===== config.mk =====
export PLATFORM = sky130hd
export DESIGN_NAME = sbyte_serial_slave
export DESIGN_NICKNAME = d
export VERILOG_FILES = /design/src/rtl/ssl_pkg.sv /design/src/rtl/ssl_sync.sv /design/src/rtl/ssl_rx_shift.sv /design/src/rtl/ssl_tx_shift.sv /design/src/rtl/sbyte_serial_slave.sv
export SDC_FILE = /design/constraint.sdc
export NUM_CORES = 1
export LEC_CHECK = 0
export CAP_MARGIN = 10
export CORE_ASPECT_RATIO = 0.6
export CORE_MARGIN = 2
export CORE_UTILIZATION = 50
export DETAILED_ROUTE_END_ITERATION = 16
export PLACE_DENSITY = 0.72
export SLEW_MARGIN = 20
export SYNTH_ARGS = -nofsm -noshare
export SYNTH_HDL_FRONTEND = slang
export SYNTH_HIERARCHICAL = 1
export SYNTH_SLANG_ARGS = --single-unit

===== constraint.sdc =====
create_clock -name clk -period 2.3 [get_ports clk]
set_clock_uncertainty 0.1 [all_clocks]
set_input_delay 0.23 -clock clk [delete_from_list [all_inputs] [get_ports clk]]
set_output_delay 0.23 -clock clk [all_outputs]
set_load 0.01 [all_outputs]

===== src/rtl/ssl_pkg.sv =====
package ssl_pkg;

  typedef enum logic [2:0] {
    ST_IDLE,
    ST_ADDR,
    ST_WRITE,
    ST_READ,
    ST_IGNORE
  } ssl_state_e;

  // Fixed upper part of the device code; the last code bit comes from a strap.
  localparam logic [4:0] DEV_CODE_HI = 5'b01110;

endpackage


===== src/rtl/ssl_sync.sv =====
module ssl_sync #(
  parameter int          W       = 1,
  parameter int          STAGES  = 2,
  parameter logic [W-1:0] RST_VAL = '0
) (
  input  logic         clk,
  input  logic         rst_n,
  input  logic [W-1:0] d,
  output logic [W-1:0] q,
  output logic [W-1:0] rise,
  output logic [W-1:0] fall
);

  logic [W-1:0] stg [STAGES];
  logic [W-1:0] prev_q;

  always_ff @(posedge clk or negedge rst_n) begin
    if (!rst_n) stg[0] <= RST_VAL;
    else        stg[0] <= d;
  end

  for (genvar g = 1; g < STAGES; g++) begin : g_stage
    always_ff @(posedge clk or negedge rst_n) begin
      if (!rst_n) stg[g] <= RST_VAL;
      else        stg[g] <= stg[g-1];
    end
  end

  always_ff @(posedge clk or negedge rst_n) begin
    if (!rst_n) prev_q <= RST_VAL;
    else        prev_q <= stg[STAGES-1];
  end

  assign q    = stg[STAGES-1];
  assign rise = stg[STAGES-1] & ~prev_q;
  assign fall = ~stg[STAGES-1] & prev_q;

endmodule


===== src/rtl/ssl_rx_shift.sv =====
module ssl_rx_shift #(
  parameter int BW = 8
) (
  input  logic          clk,
  input  logic          rst_n,
  input  logic          clr,
  input  logic          bit_en,
  input  logic          bit_in,
  output logic          byte_done,
  output logic [BW-1:0] byte_q
);

  localparam int CW = $clog2(BW);
  localparam logic [CW-1:0] LAST = CW'(BW - 1);

  logic [CW-1:0] cnt_q, cnt_d;
  logic [BW-1:0] sr_q, sr_d;
  logic          done_d;
  logic [BW-1:0] byte_d;

  always_comb begin
    cnt_d  = cnt_q;
    sr_d   = sr_q;
    done_d = 1'b0;
    byte_d = byte_q;
    if (clr) begin
      cnt_d = '0;
    end else if (bit_en) begin
      sr_d = {sr_q[BW-2:0], bit_in};
      if (cnt_q == LAST) begin
        cnt_d  = '0;
        done_d = 1'b1;
        byte_d = {sr_q[BW-2:0], bit_in};
      end else begin
        cnt_d = cnt_q + 1'b1;
      end
    end
  end

  always_ff @(posedge clk or negedge rst_n) begin
    if (!rst_n) begin
      cnt_q     <= '0;
      sr_q      <= '0;
      byte_done <= 1'b0;
      byte_q    <= '0;
    end else begin
      cnt_q     <= cnt_d;
      sr_q      <= sr_d;
      byte_done <= done_d;
      byte_q    <= byte_d;
    end
  end

endmodule


===== src/rtl/ssl_tx_shift.sv =====
module ssl_tx_shift #(
  parameter int BW = 8
) (
  input  logic          clk,
  input  logic          rst_n,
  input  logic          clr,
  input  logic          load,
  input  logic [BW-1:0] load_data,
  input  logic          shift_en,
  output logic          sdo
);

  logic [BW-1:0] sr_q, sr_d;
  logic          sdo_d;

  always_comb begin
    sr_d  = sr_q;
    sdo_d = sdo;
    if (clr) begin
      sr_d  = '0;
      sdo_d = 1'b0;
    end else if (load) begin
      sr_d = load_data;
    end else if (shift_en) begin
      sdo_d = sr_q[BW-1];
      sr_d  = {sr_q[BW-2:0], 1'b0};
    end
  end

  always_ff @(posedge clk or negedge rst_n) begin
    if (!rst_n) begin
      sr_q <= '0;
      sdo  <= 1'b0;
    end else begin
      sr_q <= sr_d;
      sdo  <= sdo_d;
    end
  end

endmodule


===== src/rtl/sbyte_serial_slave.sv =====
module sbyte_serial_slave
  import ssl_pkg::*;
#(
  parameter int WORD_W      = 16,
  parameter int SYNC_STAGES = 2,
  parameter int DUMMY_BYTES = 4
) (
  input  logic              clk,
  input  logic              rst_n,
  input  logic              cs_n,
  input  logic              sclk,
  input  logic              sdi,
  input  logic              id_strap,
  output logic              sdo,
  output logic              sdo_oe,
  output logic              wr_stb,
  output logic              wr_rs,
  output logic [WORD_W-1:0] wr_data,
  output logic              rd_req,
  output logic              rd_rs,
  input  logic [WORD_W-1:0] rd_data
);

  localparam int BYTE_W = WORD_W / 2;
  localparam int SKW    = (DUMMY_BYTES > 0) ? $clog2(DUMMY_BYTES + 1) : 1;
  localparam logic [SKW-1:0] SKIP_INIT = SKW'(DUMMY_BYTES);

  // Reset: asserted asynchronously, released on the clock.
  logic [1:0] rst_sq;
  logic       srst_n;

  always_ff @(posedge clk or negedge rst_n) begin
    if (!rst_n) rst_sq <= 2'b00;
    else        rst_sq <= {rst_sq[0], 1'b1};
  end
  assign srst_n = rst_sq[1];

  // Serial inputs into the system clock domain: {cs_n, sclk, sdi}.
  logic [2:0] pin_lvl, pin_rise, pin_fall;

  ssl_sync #(
    .W       (3),
    .STAGES  (SYNC_STAGES),
    .RST_VAL (3'b110)
  ) i_sync (
    .clk  (clk),
    .rst_n(srst_n),
    .d    ({cs_n, sclk, sdi}),
    .q    (pin_lvl),
    .rise (pin_rise),
    .fall (pin_fall)
  );

  logic cs_lvl, cs_rise, cs_fall, sclk_rise, sclk_fall, sdi_lvl;
  assign cs_lvl    = pin_lvl[2];
  assign cs_rise   = pin_rise[2];
  assign cs_fall   = pin_fall[2];
  assign sclk_rise = pin_rise[1];
  assign sclk_fall = pin_fall[1];
  assign sdi_lvl   = pin_lvl[0];

  logic              byte_done;
  logic [BYTE_W-1:0] byte_q;

  ssl_rx_shift #(.BW(BYTE_W)) i_rx (
    .clk      (clk),
    .rst_n    (srst_n),
    .clr      (cs_fall),
    .bit_en   (sclk_rise & ~cs_lvl),
    .bit_in   (sdi_lvl),
    .byte_done(byte_done),
    .byte_q   (byte_q)
  );

  ssl_state_e        state_q, state_d;
  logic              rs_q, rs_d;
  logic [SKW-1:0]    skip_q, skip_d;
  logic              hi_q, hi_d;
  logic [BYTE_W-1:0] hold_q, hold_d;
  logic              load_req_q, load_req_d;
  logic              rd_req_q, rd_req_d;
  logic              wr_stb_q, wr_stb_d;
  logic [WORD_W-1:0] wr_data_q, wr_data_d;
  logic              tx_load;
  logic [BYTE_W-1:0] tx_data;
  logic              code_ok;

  assign code_ok = (byte_q[BYTE_W-1 -: 6] == {DEV_CODE_HI, id_strap});

  always_comb begin
    state_d    = state_q;
    rs_d       = rs_q;
    skip_d     = skip_q;
    hi_d       = hi_q;
    hold_d     = hold_q;
    load_req_d = 1'b0;
    rd_req_d   = 1'b0;
    wr_stb_d   = 1'b0;
    wr_data_d  = wr_data_q;
    tx_load    = 1'b0;
    tx_data    = '0;
    if (cs_rise) begin
      state_d = ST_IDLE;
    end else if (cs_fall) begin
      state_d = ST_ADDR;
    end else begin
      unique case (state_q)
        ST_ADDR: begin
          if (byte_done) begin
            if (code_ok) begin
              rs_d = byte_q[1];
              hi_d = 1'b1;
              if (byte_q[0]) begin
                state_d    = ST_READ;
                skip_d     = byte_q[1] ? SKIP_INIT : '0;
                load_req_d = 1'b1;
              end else begin
                state_d = ST_WRITE;
              end
            end else begin
              state_d = ST_IGNORE;
            end
          end
        end
        ST_WRITE: begin
          if (byte_done) begin
            if (hi_q) begin
              hold_d = byte_q;
              hi_d   = 1'b0;
            end else begin
              wr_stb_d  = 1'b1;
              wr_data_d = {hold_q, byte_q};
              hi_d      = 1'b1;
            end
          end
        end
        ST_READ: begin
          if (byte_done) load_req_d = 1'b1;
          if (load_req_q) begin
            if (skip_q != '0) begin
              tx_load = 1'b1;
              tx_data = '0;
              skip_d  = skip_q - 1'b1;
            end else if (hi_q) begin
              rd_req_d = 1'b1;
              hi_d     = 1'b0;
            end else begin
              tx_load = 1'b1;
              tx_data = hold_q;
              hi_d    = 1'b1;
            end
          end
          if (rd_req_q) begin
            tx_load = 1'b1;
            tx_data = rd_data[WORD_W-1:BYTE_W];
            hold_d  = rd_data[BYTE_W-1:0];
          end
        end
        default: ;
      endcase
    end
  end

  always_ff @(posedge clk or negedge srst_n) begin
    if (!srst_n) begin
      state_q    <= ST_IDLE;
      rs_q       <= 1'b0;
      skip_q     <= '0;
      hi_q       <= 1'b1;
      hold_q     <= '0;
      load_req_q <= 1'b0;
      rd_req_q   <= 1'b0;
      wr_stb_q   <= 1'b0;
      wr_data_q  <= '0;
    end else begin
      state_q    <= state_d;
      rs_q       <= rs_d;
      skip_q     <= skip_d;
      hi_q       <= hi_d;
      hold_q     <= hold_d;
      load_req_q <= load_req_d;
      rd_req_q   <= rd_req_d;
      wr_stb_q   <= wr_stb_d;
      wr_data_q  <= wr_data_d;
    end
  end

  ssl_tx_shift #(.BW(BYTE_W)) i_tx (
    .clk      (clk),
    .rst_n    (srst_n),
    .clr      (cs_fall),
    .load     (tx_load),
    .load_data(tx_data),
    .shift_en (sclk_fall && (state_q == ST_READ)),
    .sdo      (sdo)
  );

  assign sdo_oe  = (state_q == ST_READ);
  assign wr_stb  = wr_stb_q;
  assign wr_rs   = rs_q;
  assign wr_data = wr_data_q;
  assign rd_req  = rd_req_q;
  assign rd_rs   = rs_q;

endmodule


Word-level counts from Yosys, hierarchy flattened
Index checks and enable logic that the tools add are counted.
{ "totals": {"regBits": 74, "output_inout_bits": 22, "word_cells": 129} }
{ "op_classes": {"reduce_logical": 19, "addsub": 2, "n_mux": 65, "n_eq_ne": 15, "n_bitwise": 9} }
{ "ops": {"columns": ["cell", "count"], "rows": [
  ["8-bit 2-to-1 mux", 12],
  ["3-bit 2-to-1 mux", 14],
  ["1-bit 2-to-1 mux", 35],
  ["8-bit one-hot mux with 2 select lines", 1],
  ["8-bit AND reduction", 2],
  ["3-bit nonzero test", 5],
  ["2-bit by 1-bit inequality test with 1-bit output, second input constant", 6],
  ["5-bit AND reduction", 2],
  ["2-bit inequality test, second input constant", 4],
  ["2-bit nonzero test", 4],
  ["3-bit bitwise AND", 2],
  ["3-bit by 2-bit equality test with 1-bit output, second input constant", 2],
  ["6-bit by 5-bit equality test with 1-bit output", 1],
  ["3-bit NOT", 2],
  ["3-bit one-hot mux with 2 select lines", 1],
  ["2-bit AND reduction", 3],
  ["6-bit AND reduction", 1],
  ["1-bit NOT", 4],
  ["3-bit by 1-bit adder with 3-bit output, second input constant", 1],
  ["3-bit by 1-bit equality test with 1-bit output, second input constant", 1],
  ["3-bit equality test, second input constant", 1],
  ["1-bit one-hot mux with 3 select lines", 1],
  ["3-bit AND reduction", 1],
  ["3-bit by 1-bit subtractor with 3-bit output, second input constant", 1],
  ["other kinds (3)", 3]
]} }

Longest topological paths before layout
{ "depth": {"depth_word": 9, "depth_mapped": 10} }

Hierarchy
Netlist, hierarchy kept.
{ "modules_own_cells": {"columns": ["mod", "seq_area_each_um2", "cells_per_inst", "n_inst", "area_each_um2"], "rows": [
  ["sbyte_serial_slave", 927.1, 176, 1, 1874.3],
  ["ssl_rx_shift", 475.5, 48, 1, 803.3],
  ["ssl_tx_shift", 225.2, 39, 1, 485.5],
  ["ssl_sync", 232.7, 18, 1, 307.8]
]} }

Least setup slack after synthesis
Ideal clock, no wire load.
{ "synth_path": {"kind": "reg2reg", "startpoint": "register i_sync.stg, in the netlist i_sync/q[2]", "endpoint": "register wr_data_q[10], in the netlist wr_data[10]", "setup_time_ns": 0.125, "slack_ns": 0.105, "path_stages_with_launch": 8, "n_path_buf": 2, "arrival_ns": 1.970, "cell_sequence": "dfstp_2 > and2b_2 > nor2_4 > nand2_2 > or4_4 > buf_6 > buf_12 > mux2_4"} }
{ "synth_between": {"elab_chain_cells": 4, "word_cells_on_any_way": 6, "classes_between": "5 x bitwise; 1 x reduce/logical"} }
{ "synth_lines": {"columns": ["element", "line", "text"], "rows": [
  ["start, declared", "ssl_sync.sv:14", "logic [W-1:0] stg [STAGES];"],
  ["start signal, assigned by index", "ssl_sync.sv:25", "else stg[g] <= stg[g-1];"],
  ["3-bit NOT", "ssl_sync.sv:36", "assign fall = ~stg[STAGES-1] & prev_q;"],
  ["3-bit bitwise AND", "ssl_sync.sv:36", null],
  ["net pin_fall[2]", "sbyte_serial_slave.sv:39", "logic [2:0] pin_lvl, pin_rise, pin_fall;"],
  ["1-bit NOT (no source line)", null, null],
  ["5-bit AND reduction (no source line)", null, null],
  ["end signal, assigned", "sbyte_serial_slave.sv:184", "wr_data_q <= wr_data_d;"],
  ["end, declared", "sbyte_serial_slave.sv:83", "logic [WORD_W-1:0] wr_data_q, wr_data_d;"]
]} }
The timed path passes the listed nets, and every way through them passes these cells.
A chain may end at the register's enable or synchronous reset.

Final worst setup path
{ "layout_path": {"startpoint": "register state_q[2]", "endpoint": "output sdo_oe"} }
{ "layout_between": {"elab_chain_cells": 1} }
{ "layout_lines": {"columns": ["element", "line", "text"], "rows": [
  ["start, declared", "sbyte_serial_slave.sv:75", "ssl_state_e state_q, state_d;"],
  ["start signal, assigned", "sbyte_serial_slave.sv:176", "state_q <= state_d;"],
  ["3-bit by 2-bit equality test with 1-bit output", "sbyte_serial_slave.sv:198", "assign sdo_oe = (state_q == ST_READ);"],
  ["end, declared", "sbyte_serial_slave.sv:15", "output logic sdo_oe,"]
]} }
Every way passes these cells.

==> flow_summary.yaml <==
placed_design:
  place.gp.congestion: 0.817
  io_buffers: 43
  dp_cells: 405
  pre_cts_slack_ps: 115
  hpwl_um: 5030
cts:
  cts_buffers: 9
  clk_latency_ps: 330
  post-cts-setup-buffers: 0
  cts_buffer_depth: 2
  htree_levels: 3
  cts_tree: "yes"
  cts.sink_count: 73
  clk_root_buffer_cell: "clkbuf_16"
  clk_pin_slew_ps: 60
final_layout:
  layout_common_cells: "dfrtp_1, clkdlybuf4s50_1, nor2_1"
  nets: 356
  syn2layout_area_growth_pct: 25.7
  layout-drive-gt1-share_pct: 26.6
  layout.cells.non_filler: 422
  layout_commonest_cell: "dfrtp_1"
  antennaDiodeCount: 0
drt:
  wl_um: 7300
  avgViaCountPerCell: 5.42
  vias: 2287
  ant_nets: 0
  drt-pass1-iter-count: 4
  drt_iter0_markers: 135
  drc_errors: 0
  wire_per_inst_um: 17.3
pwr:
  combPwrFrac_pct: 6.5
  power_density_nw_per_um2: 713
  p_int_mw: 2.42
  leakage_nw: 1.92
  power.share.clock_pct: 47.9
  switchingPower_uw: 645
  netSwitchingFraction_pct: 21.0
  vdd.ir_drop.worst_uv: 552
  total_power_mw: 3.07
  seqPwrFrac_pct: 45.6
timing:
  relSlewSlack_pct: 65.4
  slew_viol_final: 0
  period_share_pct: 96.2
  min_period_ps: 2210
  hold_violations: 0
  setup_violations: 0
  rsz0062_at_grt: "false"
  fin_tns_setup_ps: 0
  max_freq_mhz: 452
  fin_ws_ps: 87.2
  tightest_slew_ps: 518
floorplan:
  coreArea_sq_um: 6650
  die_area_sq_um: 7540
  ioPinCount: 44
  initial_utilization_pct: 51.5
  die_h_um: 68.1
  core.rowCount: 23
  die_width_um: 111
job:
  drv_cap: 0
global_routing:
  grt_antenna_before_repair: 0
  grtUsageMet1_pct: 29.9
  grt_max_degree: 72
  grtUsageMet2_pct: 28.5
  busiest_layer: "met1"
  track_usage_pct: 20.7
  grt_pass1_vias: 2167
  met3_usage_pct: 6.55
  grt_pass1_wl_um: 11600
  gr-total-overflow: 0
yosys:
  synthesis.nets: 303
  syn_inst: 277
  synth_warnings: 6
  postSynthAreaPerCell_sq_um: 12.3
  syn_area_sq_um: 3420
critical_path:
  crit_path_end_kind: "output port"
  cpPeakStageDelay_ps: 560
  critPathBufInv: 2
  criticalPathCategory: "reg -> out"
  cp_cell_sequence: "nand2b_2, nor2_4, buf_6, clkdlybuf4s50_1"
  crit_fanout: 9
  crit_path_start_kind: "flip-flop"
  required_ps: 1970
  crit_path_top_delay_cell: "clkdlybuf4s50_1"
  cp_data_arrival_time_ps: 1880
  crit_family: "buffers and inverters"
worst_hold_path:
  hold_path.class: "reg -> async"
run_status:
  outcome: "complete, no violations"
-- power groups by stage --
stage | sequential [mW] | combinational, mW | clock (mW)
after global routing | 1.41 | 0.217 | 1.54
after global placement | 1.41 | 0.193 | 0
after floorplan | 1.42 | 0.118 | 0
after detailed placement | 1.42 | 0.196 | 0
after CTS | 1.40 | 0.201 | 1.50
final | 1.40 | 0.200 | 1.47
-- area by class of cell --
cell class              instances  area (sq um)
flip-flops and latches         73          1840
fillers                       508          2350
repair buffers                 58           574
clock buffers                  11           233
well taps                      87           109
clock inverters                 5          81.3
inverters                       5          18.8
multi-input cells             183          1450
-- timing repair --
item | 4_1_cts | 5_1_grt
endpoints found under the hold margin | 2 | 0
gates resized for setup | 2 | 2
setup endpoints to repair | 1 | 1
hold buffers | 1 | 0
-- metrics by stage --
stage                     util (%)  cell area, sq um  hold slack (ps)
after global placement        59.6              3960              206
final                         64.7              4300              171
after floorplan                  -              3420             -166
after detailed placement      59.6              3960              205
after global routing          64.7              4300              199
after CTS                     64.6              4290              191
-- worst paths after layout --
check / end / startpoint / slack [ps] / cells after the start
worst max-delay path: sdo_oe / state_q[2] / 90 / 4
max in group asynchronous: rst_sq[1] / rst_n / 1480 / 2
worst min register to register: i_sync/q[0] / rst_sq[1] / 170 / 1
worst max register to register: wr_data[3] / i_sync/q[2] / 110 / 5
min in group clk: i_sync/stg[5] / cs_n / 200 / 1
worst min-delay path: i_sync/q[0] / rst_sq[1] / 170 / 1
-- layer usage --
metal | vias up | part of all wire, % | wire length [um]
met2 | 63 | 44 | 3200
li1 | 1075 | - | -
met1 | 1137 | 48 | 3500
met5 | - | 0 | 0
met3 | 12 | 6.3 | 461
met4 | 0 | 1.9 | 138
-- sequential cells by signal, indices dropped and copies added, names as in the netlist --
register and count:
i_rx/cnt_q 3, i_rx/byte_q 8, i_sync/stg 3, rst_sq 2, i_tx/sr_q 8, load_req_q 1
i_rx/byte_done 1, i_rx/sr_q 7, wr_stb 1, i_sync/q 3, hold_q 8, i_sync/prev_q 2
rd_rs 1, rd_req 1, hi_q 1, state_q 3, skip_q 3, wr_data 16
i_tx/sdo 1
-- worst register-to-register path: stages, from the launching register on --
cell     delay (ps)
dfstp_2         540
and2b_2         260
nor2_4          130
nand2_2          70
or4_4           600
mux2_4          360
(Power assumes the default switching activity.)
